<file path="src/rtl/dma_walk_pkg.sv">
package dma_walk_pkg;

  typedef enum logic [1:0] {
    ST_IDLE  = 2'd0,
    ST_FETCH = 2'd1,
    ST_XFER  = 2'd2
  } walkState_t;

  // strobes from control to datapath
  typedef struct packed {
    logic launch;   // latch command and table pointer
    logic fetchHi;  // second descriptor word is being read
    logic takeLo;   // capture region base
    logic takeHi;   // capture count and flags, step table pointer
    logic beat;     // one halfword accepted
  } walkCtl_t;

  localparam int unsigned BEAT_BYTES = 2;
  localparam int unsigned DESC_BYTES = 8;

endpackage

</file>
<file path="src/rtl/dma_walk_path.sv">
module dma_walk_path
  import dma_walk_pkg::*;
#(
  parameter int unsigned ADDR_W     = 32,
  parameter int unsigned CMD_W      = 24,
  parameter int unsigned OFS_W      = 24,
  parameter int unsigned MAX_REGION = 131072
) (
  input  logic              clk,
  input  logic              rstN,
  input  walkCtl_t          ctl,
  input  logic [ADDR_W-1:0] tableBase,
  input  logic [CMD_W-1:0]  cmdBytes,
  input  logic              dirIn,
  input  logic [31:0]       rdData,
  output logic [ADDR_W-1:0] rdAddr,
  output logic [ADDR_W-1:0] memAddr,
  output logic [OFS_W-1:0]  bufOffset,
  output logic              memWe,
  output logic              regionEmpty,
  output logic              cmdEmpty,
  output logic              lastDesc
);

  localparam int unsigned LEN_W = $clog2(MAX_REGION) + 1;

  logic [ADDR_W-1:0] descPtr;
  logic [ADDR_W-1:0] regAddr;
  logic [LEN_W-1:0]  regLeft;
  logic [CMD_W-1:0]  cmdLeft;
  logic [15:0]       rawCount;
  logic [LEN_W-1:0]  decodedLen;

  assign rawCount   = rdData[15:0];
  assign decodedLen = (rawCount == 16'd0) ? LEN_W'(MAX_REGION)
                                          : LEN_W'({rawCount[15:1], 1'b0});

  always_ff @(posedge clk or negedge rstN) begin
    if (!rstN) begin
      descPtr   <= '0;
      regAddr   <= '0;
      regLeft   <= '0;
      cmdLeft   <= '0;
      bufOffset <= '0;
      memWe     <= 1'b0;
      lastDesc  <= 1'b0;
    end else begin
      if (ctl.launch) begin
        descPtr   <= tableBase;
        cmdLeft   <= {cmdBytes[CMD_W-1:1], 1'b0};
        bufOffset <= '0;
        memWe     <= dirIn;
        regLeft   <= '0;
        lastDesc  <= 1'b0;
      end
      if (ctl.takeLo) begin
        regAddr <= {rdData[ADDR_W-1:1], 1'b0};
      end
      if (ctl.takeHi) begin
        regLeft  <= decodedLen;
        lastDesc <= rdData[31];
        descPtr  <= descPtr + ADDR_W'(DESC_BYTES);
      end
      if (ctl.beat) begin
        regAddr   <= regAddr + ADDR_W'(BEAT_BYTES);
        regLeft   <= regLeft - LEN_W'(BEAT_BYTES);
        cmdLeft   <= cmdLeft - CMD_W'(BEAT_BYTES);
        bufOffset <= bufOffset + OFS_W'(BEAT_BYTES);
      end
    end
  end

  assign rdAddr      = descPtr + (ctl.fetchHi ? ADDR_W'(4) : ADDR_W'(0));
  assign memAddr     = regAddr;
  assign regionEmpty = (regLeft == '0);
  assign cmdEmpty    = (cmdLeft == '0);

endmodule

</file>
<file path="src/rtl/dma_walk_ctrl.sv">
module dma_walk_ctrl
  import dma_walk_pkg::*;
(
  input  logic     clk,
  input  logic     rstN,
  input  logic     start,
  input  logic     abort,
  input  logic     rdValid,
  input  logic     memAck,
  input  logic     regionEmpty,
  input  logic     cmdEmpty,
  input  logic     lastDesc,
  output walkCtl_t ctl,
  output logic     rdReq,
  output logic     memReq,
  output logic     busy,
  output logic     done,
  output logic     error
);

  walkState_t state;
  logic       fetchHi;
  logic       finish;
  logic       finErr;

  assign rdReq  = (state == ST_FETCH);
  assign memReq = (state == ST_XFER) && !regionEmpty && !cmdEmpty;
  assign busy   = (state != ST_IDLE);

  always_comb begin
    ctl         = '0;
    ctl.launch  = (state == ST_IDLE) && start && !abort;
    ctl.fetchHi = fetchHi;
    ctl.takeLo  = rdReq && rdValid && !fetchHi && !abort;
    ctl.takeHi  = rdReq && rdValid && fetchHi && !abort;
    ctl.beat    = memReq && memAck && !abort;
  end

  // a region ended with the table exhausted, or the command ran dry
  assign finish = (state == ST_XFER) &&
                  (regionEmpty ? (lastDesc || cmdEmpty) : cmdEmpty);
  assign finErr = !(regionEmpty && lastDesc && cmdEmpty);

  always_ff @(posedge clk or negedge rstN) begin
    if (!rstN) begin
      state   <= ST_IDLE;
      fetchHi <= 1'b0;
      done    <= 1'b0;
      error   <= 1'b0;
    end else begin
      done <= 1'b0;
      if (abort) begin
        state   <= ST_IDLE;
        fetchHi <= 1'b0;
      end else begin
        unique case (state)
          ST_IDLE: begin
            if (ctl.launch) begin
              state   <= ST_FETCH;
              fetchHi <= 1'b0;
              error   <= 1'b0;
            end
          end
          ST_FETCH: begin
            if (rdValid) begin
              if (fetchHi) begin
                state   <= ST_XFER;
                fetchHi <= 1'b0;
              end else begin
                fetchHi <= 1'b1;
              end
            end
          end
          ST_XFER: begin
            if (finish) begin
              state <= ST_IDLE;
              done  <= 1'b1;
              error <= finErr;
            end else if (regionEmpty) begin
              state <= ST_FETCH;
            end
          end
          default: state <= ST_IDLE;
        endcase
      end
    end
  end

endmodule

</file>
<file path="src/rtl/desc_dma_engine.sv">
module desc_dma_engine
  import dma_walk_pkg::*;
#(
  parameter int unsigned ADDR_W     = 32,
  parameter int unsigned CMD_W      = 24,
  parameter int unsigned OFS_W      = 24,
  parameter int unsigned MAX_REGION = 131072
) (
  input  logic              clk,
  input  logic              rstN,
  input  logic              start,
  input  logic              abort,
  input  logic              toMemory,
  input  logic [ADDR_W-1:0] tableBase,
  input  logic [CMD_W-1:0]  cmdBytes,
  output logic              rdReq,
  output logic [ADDR_W-1:0] rdAddr,
  input  logic              rdValid,
  input  logic [31:0]       rdData,
  output logic              memReq,
  output logic              memWe,
  output logic [ADDR_W-1:0] memAddr,
  output logic [OFS_W-1:0]  bufOffset,
  input  logic              memAck,
  output logic              busy,
  output logic              done,
  output logic              error
);

  walkCtl_t ctl;
  logic     regionEmpty;
  logic     cmdEmpty;
  logic     lastDesc;

  dma_walk_ctrl u_ctrl (
    .clk         (clk),
    .rstN        (rstN),
    .start       (start),
    .abort       (abort),
    .rdValid     (rdValid),
    .memAck      (memAck),
    .regionEmpty (regionEmpty),
    .cmdEmpty    (cmdEmpty),
    .lastDesc    (lastDesc),
    .ctl         (ctl),
    .rdReq       (rdReq),
    .memReq      (memReq),
    .busy        (busy),
    .done        (done),
    .error       (error)
  );

  dma_walk_path #(
    .ADDR_W     (ADDR_W),
    .CMD_W      (CMD_W),
    .OFS_W      (OFS_W),
    .MAX_REGION (MAX_REGION)
  ) u_path (
    .clk         (clk),
    .rstN        (rstN),
    .ctl         (ctl),
    .tableBase   (tableBase),
    .cmdBytes    (cmdBytes),
    .dirIn       (toMemory),
    .rdData      (rdData),
    .rdAddr      (rdAddr),
    .memAddr     (memAddr),
    .bufOffset   (bufOffset),
    .memWe       (memWe),
    .regionEmpty (regionEmpty),
    .cmdEmpty    (cmdEmpty),
    .lastDesc    (lastDesc)
  );

endmodule

</file>
<file path="config.mk">
export PLATFORM = sky130hd
export DESIGN_NAME = desc_dma_engine
export DESIGN_NICKNAME = d
export VERILOG_FILES = /design/src/rtl/dma_walk_pkg.sv /design/src/rtl/dma_walk_path.sv /design/src/rtl/dma_walk_ctrl.sv /design/src/rtl/desc_dma_engine.sv
export SDC_FILE = /design/constraint.sdc
export NUM_CORES = 1
export LEC_CHECK = 0
export ABC_CLOCK_PERIOD_IN_PS = 6900
export BUFFER_PORTS_ARGS = -buffer_cell sky130_fd_sc_hd__buf_2
export CORE_MARGIN = 8
export CORE_UTILIZATION = 50
export CTS_CLUSTER_DIAMETER = 80
export DETAILED_ROUTE_END_ITERATION = 7
export PLACE_DENSITY_LB_ADDON = 0.12
export SKIP_CTS_REPAIR_TIMING = 1
export SYNTH_ARGS = -nofsm -noshare
export SYNTH_HDL_FRONTEND = slang
export SYNTH_HIERARCHICAL = 1
export SYNTH_SLANG_ARGS = --single-unit
</file>
<file path="constraint.sdc">
create_clock -name clk -period 6.9 [get_ports clk]
set_clock_uncertainty 0.15 [all_clocks]
set_input_delay 0.345 -clock clk [delete_from_list [all_inputs] [get_ports clk]]
set_output_delay 0.345 -clock clk [all_outputs]
set_load 0.1 [all_outputs]
</file>
==> results.sh, run 1 <==
export IMPL_status="completed"
export IMPL_first_pass_iters=5
export IMPL_ctsHtreeMaxLevel=4
export IMPL_totalPowerFinal_mw=3.217
export IMPL_crit_required_ns=7.04
export IMPL_min_period_ns=4.141
export IMPL_synth_area_top_cells="dfrtp_1, xnor2_1, a211oi_1"
export IMPL_worst_r2r_path_depth=11
export IMPL_start_kind="flop"
export IMPL_maxCapViolations=0
export IMPL_clk_path_buf_depth=2
export IMPL_crit_chain="or4_1 > nand2b_1 > nor4_1 > or3_1 > nor3b_2 > buf_4 > nand4_1 > nor4_1 > nand3_1 > nand3_1 > o21ai_0"
export IMPL_setup_viol=0
export IMPL_tightest_slew_ns=0.9476
export IMPL_holdCritPathClass="input pin to flop"
export IMPL_grt_setup_unrepaired="no"
export IMPL_cts_root_buffer="clkbuf_16"
export IMPL_synth_seq_cells=133
export IMPL_grt_usage_pct=21.61
export IMPL_diodes=0
export IMPL_final_core_util_pct=60.81
export IMPL_synth_edf_count=0
export IMPL_die_area_sq_um=20870
export IMPL_final_common_cell="buf_2"
export IMPL_yosysUniqueCellTypes=67
export IMPL_vdd_drop_max_uv=203.3
export IMPL_critPathKind="flop to flop"
export IMPL_portBuffers=185
export IMPL_gp_congestion=0.8472
export IMPL_critPathMaxFanout=83
export IMPL_grt_max_degree=84
export IMPL_rows=47
export IMPL_path_delay_family="simple AND/OR/NAND/NOR gates"
export IMPL_grt_overflow_total=0
export IMPL_core_area_sq_um=16350
export IMPL_die_x_um=144.5
export IMPL_final_design_area_no_fill_sq_um=9942
export IMPL_yosysSeqAreaShare_pct=40.33
export IMPL_critPathSlowestCell="buf_4"
export IMPL_clock_sinks=133
export IMPL_antenna_found_initial=0
export IMPL_holdPathStages=3
export IMPL_nets=1203
export IMPL_slew_headroom_pct=36.34
export IMPL_hold_viol=0
export IMPL_io_pins=189
export IMPL_ys_warn_count=6
export IMPL_p_per_area_nw_per_um2=323.6
export IMPL_vias_per_cell=5.731
export IMPL_wl_per_cell_um=16.88
export IMPL_fp_dieH_um=144.5
export IMPL_cts_buffers=17
export IMPL_slowest_delay_ns=0.68
export IMPL_path_buf_inv=1
export IMPL_drv_slew=0
export IMPL_synthArstFlopShare_pct=100.0
export IMPL_drt_iter0_markers=471
export IMPL_critical_path_endpoint_type="flop"
export IMPL_start_util_pct=50.47
export IMPL_drc_errors=0
export IMPL_place_area_sq_um=9268
export IMPL_fin_crit_sh_pct=60.02
export IMPL_clkTransAtPathRegs_ns=0.06
export IMPL_grt_pass1_wl_um=36200
export IMPL_arrival_ns=4.28
export IMPL_grt_pass1_vias=7252
export IMPL_yosysTopAreaCellShare_pct=40.33
export IMPL_insertion_delay_ns=0.41
export IMPL_final_cell_mix="buf_2, dfrtp_1, nand2_1, a21oi_1, nor2_1"
export IMPL_drive_gt1_share_pct=22.08
export IMPL_routed_wirelength_um=22510
export IMPL_fin_setup_tns_ns=0
export IMPL_area_growth_pct=20.49
export IMPL_syn_avg_cell_area_sq_um=8.788
export IMPL_ant_nets=0
export IMPL_path_depth=11
export IMPL_yosys_area_top_type="dfrtp_1"
export IMPL_p_leak_nw=4.305
export IMPL_cts_tree="yes"
export IMPL_max_freq_ghz=0.2415
export IMPL_netlist_area_sq_um=8252
export IMPL_num_vias=7645
export IMPL_syn_inst=939
export IMPL_hpwl_um=15630
export IMPL_ys_flop_type="dfrtp_1"
==> flip-flops by register name, summed over array words and instances, names as in the netlist <==
| register | flops |
|---|---|
| u_ctrl/error | 1 |
| u_path/memWe | 1 |
| u_path/cmdLeft | 23 |
| u_ctrl/done | 1 |
| u_path/memAddr | 31 |
| u_path/regLeft | 17 |
| u_path/lastDesc | 1 |
| u_ctrl/state | 2 |
| u_path/bufOffset | 23 |
| u_path/descPtr | 32 |
| u_ctrl/fetchHi | 1 |
==> stage by stage <==
stage	hold slack, ns	worst slack, ns	std cells
2_1_floorplan	-0.1006	3.111	940
3_3_place_gp	0.2937	2.881	1296
3_5_place_dp	0.2872	2.822	1296
4_1_cts	-0.1503	2.795	1328
6_report	0.01176	2.759	1334
5_1_grt	0.008637	2.400	1334
==> worst paths after layout <==
check | startpoint | to | slack [ns]
max reg2reg | u_path/cmdLeft[3]$_DFFE_PN0P_ | u_path/bufOffset[18]$_DFFE_PN0P_ | 2.76
min in group asynchronous | rstN | u_path/cmdLeft[8]$_DFFE_PN0P_ | 0.39
max | u_path/cmdLeft[3]$_DFFE_PN0P_ | u_path/bufOffset[18]$_DFFE_PN0P_ | 2.76
min reg2reg | u_path/descPtr[1]$_DFFE_PN0P_ | u_path/descPtr[1]$_DFFE_PN0P_ | 0.33
min | tableBase[15] | u_path/descPtr[15]$_DFFE_PN0P_ | 0.01
max in group asynchronous | rstN | u_path/descPtr[9]$_DFFE_PN0P_ | 5.00
==> layer usage <==
metal / track usage [%] / share of wire (%)
met2: 34.35 / 47
met5: 0 / 0
met3: 5.447 / 7.3
met4: 5.367 / 0.84
met1: 28.82 / 45
==> tightest hold or removal path, stage by stage <==
cell,delay [ns]
buf_2,0.08
nand2_1,0.04
o211ai_1,0.07
==> power breakdown <==
group | total [mW] | switching (mW) | leakage [nW] | internal (mW)
sequential | 1.06 | 0.163 | 1.69 | 0.893
combinational | 1.22 | 0.924 | 2.32 | 0.293
clock | 0.944 | 0.362 | 0.293 | 0.582
==> layout make-up <==
class	count	area, sq um
Clock buffer	18	439.2
Clock inverter	14	175.2
Fill cell	1533	6406
Inverter	20	75.07
Multi-Input combinational cell	730	4597
Sequential cell	133	3328
Tap cell	220	275.3
Timing Repair Buffer	199	1052
==> cell families after synthesis <==
kind of cell    Yosys count  synth area share, %
simple gates            385                24.79
compound gates          231                18.04
flops                   133                40.33
xor+xnor                 87                9.234
buf+inv                  77                4.291
mux                      18                2.199
fa+ha+maj                 7                1.061
other cells               1              0.04545
==> cell usage after synthesis, drive strengths merged (11+ instances only) <==
library cell,n
or3,11
nand3,57
nand4,28
nor3,21
a211oi,52
mux2i,17
nor2,63
o21ai,39
buf,13
and3,11
dfrtp,133
xor2,37
inv,19
nor4,23
a21oi,74
clkbuf,44
nor2b,42
xnor2,50
nand2,86
No activity file was read; power rests on OpenSTA's default activity.
==> inputs of run 2 (changes only) <==
--- a/config.mk
+++ b/config.mk
@@ -5,7 +5,8 @@
 export SDC_FILE = /design/constraint.sdc
 export NUM_CORES = 1
 export LEC_CHECK = 0
-export ABC_CLOCK_PERIOD_IN_PS = 6900
+export ABC_AREA = 1
+export ABC_CLOCK_PERIOD_IN_PS = 4000
 export BUFFER_PORTS_ARGS = -buffer_cell sky130_fd_sc_hd__buf_2
 export CORE_MARGIN = 8
 export CORE_UTILIZATION = 50
==> constraint.sdc (replaced) <==
create_clock -name clk -period 4 [get_ports clk]
set_clock_uncertainty 0.15 [all_clocks]
set_input_delay 0.2 -clock clk [delete_from_list [all_inputs] [get_ports clk]]
set_output_delay 0.2 -clock clk [all_outputs]
set_load 0.1 [all_outputs]
==> results.sh, run 2 <==
export IMPL_status="complete, but fails checks"
export IMPL_violations="negative hold slack"
export IMPL_holdCritPathClass="input pin to flop"
export IMPL_grt_setup_unrepaired="no"
export IMPL_cp_endpoint="u_path/memAddr[17]$_DFFE_PN0P_"
export IMPL_ant_nets=0
export IMPL_worst_r2r_path_depth=14
export IMPL_holdWs_ns=-0.02639
export IMPL_die_area_sq_um=23620
export IMPL_r2r_slack_ns=0.66
export IMPL_min_period_ns=3.337
export IMPL_final_cell_mix="nand2_1, nand3_1, buf_2, nor2_1, inv_1"
export IMPL_fp_dieH_um=153.7
export IMPL_clk_path_buf_depth=2
export IMPL_max_freq_ghz=0.2997
export IMPL_cts_root_buffer="clkbuf_16"
export IMPL_drv_slew=0
export IMPL_clkTransAtPathRegs_ns=0.06
export IMPL_largest_register="u_path/descPtr"
export IMPL_grt_pass1_wl_um=47630
export IMPL_yosys_area_share_adder_pct=0.9240
export IMPL_synth_simple_area_share_pct=43.24
export IMPL_drive_gt1_share_pct=16.29
export IMPL_num_vias=10402
export IMPL_core_area_sq_um=18640
export IMPL_critical_path_endpoint_type="flop"
export IMPL_tightest_slew_ns=0.8067
export IMPL_maxCapViolations=0
export IMPL_drt_iter0_markers=649
export IMPL_yosysSeqAreaShare_pct=35.11
export IMPL_setup_viol=0
export IMPL_start_kind="flop"
export IMPL_grt_overflow_total=0
export IMPL_final_core_util_pct=64.95
export IMPL_slew_headroom_pct=46.22
export IMPL_ys_warn_count=6
export IMPL_synth_compound_area_share_pct=7.735
export IMPL_antenna_found_initial=1
export IMPL_ys_flop_type="dfrtp_1"
export IMPL_gp_congestion=0.9106
export IMPL_fin_crit_sh_pct=83.43
export IMPL_cts_buffers=17
export IMPL_layout_cells_non_filler=1991
export IMPL_first_pass_iters=6
export IMPL_vdd_drop_max_uv=376.7
export IMPL_synth_common_cells="nand2_1, nand3_1, nor2_1, inv_1, dfrtp_1"
export IMPL_crit_required_ns=4.20
export IMPL_final_common_cell="nand2_1"
export IMPL_netlist_area_sq_um=9479
export IMPL_p_leak_nw=5.957
export IMPL_drc_errors=0
export IMPL_reg2reg_from="u_path/regLeft[3]$_DFFE_PN0N_"
export IMPL_area_growth_pct=27.73
export IMPL_synth_seq_cells=133
export IMPL_critPathKind="flop to flop"
export IMPL_grt_pass1_vias=9818
export IMPL_yosys_mux_area_fraction_pct=0
export IMPL_synth_top_family_by_area="simple AND/OR/NAND/NOR gates"
export IMPL_ctsHtreeMaxLevel=4
export IMPL_place_area_sq_um=10650
export IMPL_start_util_pct=50.85
export IMPL_final_design_area_no_fill_sq_um=12110
export IMPL_yosysMostFrequentCell="nand2_1"
export IMPL_hpwl_um=21180
export IMPL_yosysTopAreaCellShare_pct=35.11
export IMPL_grt_usage_pct=24.43
export IMPL_portBuffers=185
export IMPL_reg2reg_to="u_path/memAddr[17]$_DFFE_PN0P_"
export IMPL_die_x_um=153.7
export IMPL_largest_reg_flops=32
export IMPL_rows=50
export IMPL_syn_avg_cell_area_sq_um=6.388
export IMPL_crit_start="u_path/regLeft[3]$_DFFE_PN0N_"
export IMPL_synth_edf_count=0
export IMPL_yosys_area_top_type="dfrtp_1"
export IMPL_clock_sinks=133
export IMPL_vias_per_cell=5.225
export IMPL_cts_tree="yes"
export IMPL_routed_wirelength_um=29640
export IMPL_arrival_ns=3.54
export IMPL_io_pins=189
export IMPL_syn_inst=1484
export IMPL_hold_viol=5
export IMPL_critPathMaxFanout=26
export IMPL_nets=1845
export IMPL_placed_cells=1874
export IMPL_synthXorXnorAreaFrac_pct=4.250
export IMPL_synthArstFlopShare_pct=100.0
export IMPL_wl_per_cell_um=14.89
export IMPL_yosysUniqueCellTypes=42
export IMPL_synth_area_top_cells="dfrtp_1, nand2_1, nand3_1"
export IMPL_grt_max_degree=84
export IMPL_fin_setup_tns_ns=0
export IMPL_p_per_area_nw_per_um2=717.6
export IMPL_insertion_delay_ns=0.42
==> run 2: power breakdown <==
part           switching (mW)  leakage, nW  internal [mW]  total [mW]
Combinational            3.72         3.95          0.982        4.70
Clock                   0.606        0.294           1.03        1.63
Sequential              0.594         1.72           1.76        2.35
==> run 2: how the worst min path moves through the flow <==
stage | cells past startpoint | from | end
2_1_floorplan | 0 | rstN | u_ctrl/done$_DFF_PN0_
3_3_place_gp | 1 | rstN | u_path/bufOffset[12]$_DFFE_PN0P_
3_5_place_dp | 1 | rstN | u_path/bufOffset[9]$_DFFE_PN0P_
4_1_cts | 1 | rstN | u_path/bufOffset[9]$_DFFE_PN0P_
5_1_grt | 5 | tableBase[22] | u_path/descPtr[22]$_DFFE_PN0P_
6_report | 5 | rdData[28] | u_path/memAddr[28]$_DFFE_PN0P_
==> run 2: cell type report <==
| cell class | instances | area [sq um] |
|---|---|---|
| antenna | 1 | 2.502 |
| clock buffer | 20 | 466.7 |
| clock inverter | 12 | 152.6 |
| fill | 1722 | 6535 |
| inverter | 165 | 619.3 |
| multi-input combinational | 1142 | 5348 |
| sequential | 133 | 3328 |
| tap | 234 | 292.8 |
| timing repair buffer | 284 | 1898 |
==> run 2: per-stage QoR <==
stage / setup slack, ns / total power, mW
final: 0.6628 / 8.689
after global routing: 0.3032 / 9.189
after CTS: 0.5971 / 8.647
after detailed placement: 0.6099 / 6.976
after global placement: 0.6142 / 6.913
after floorplan: 0.4534 / 6.073
==> run 2: cell families after synthesis <==
logic type      count (synthesis)
fa+ha+maj                       7
other cells                     1
xor+xnor                       46
simple gates                  967
compound gates                120
flops                         133
buf+inv                       210
==> run 2: routing by layer <==
layer,vias to the layer above,GRT usage (%),share of wire (%)
met3,46,5.073,6.8
li1,5245,-,-
met2,364,42.67,49
met5,-,0,0
met4,0,7.886,1.9
met1,4747,29.56,42
==> run 2: worst max-delay path, stage by stage (launching register included) <==
cell     delay (ns)
dfrtp_1        0.41
nor2_1         0.13
nand2_1        0.10
nor2_1         0.41
nand2_1        0.16
nor4_1         0.33
buf_4          0.21
nor4_4         0.04
nand2_1        0.11
nor2_4         0.14
nor2_2         0.57
inv_1          0.21
o21ai_0        0.20
inv_1          0.06
nand2_1        0.06
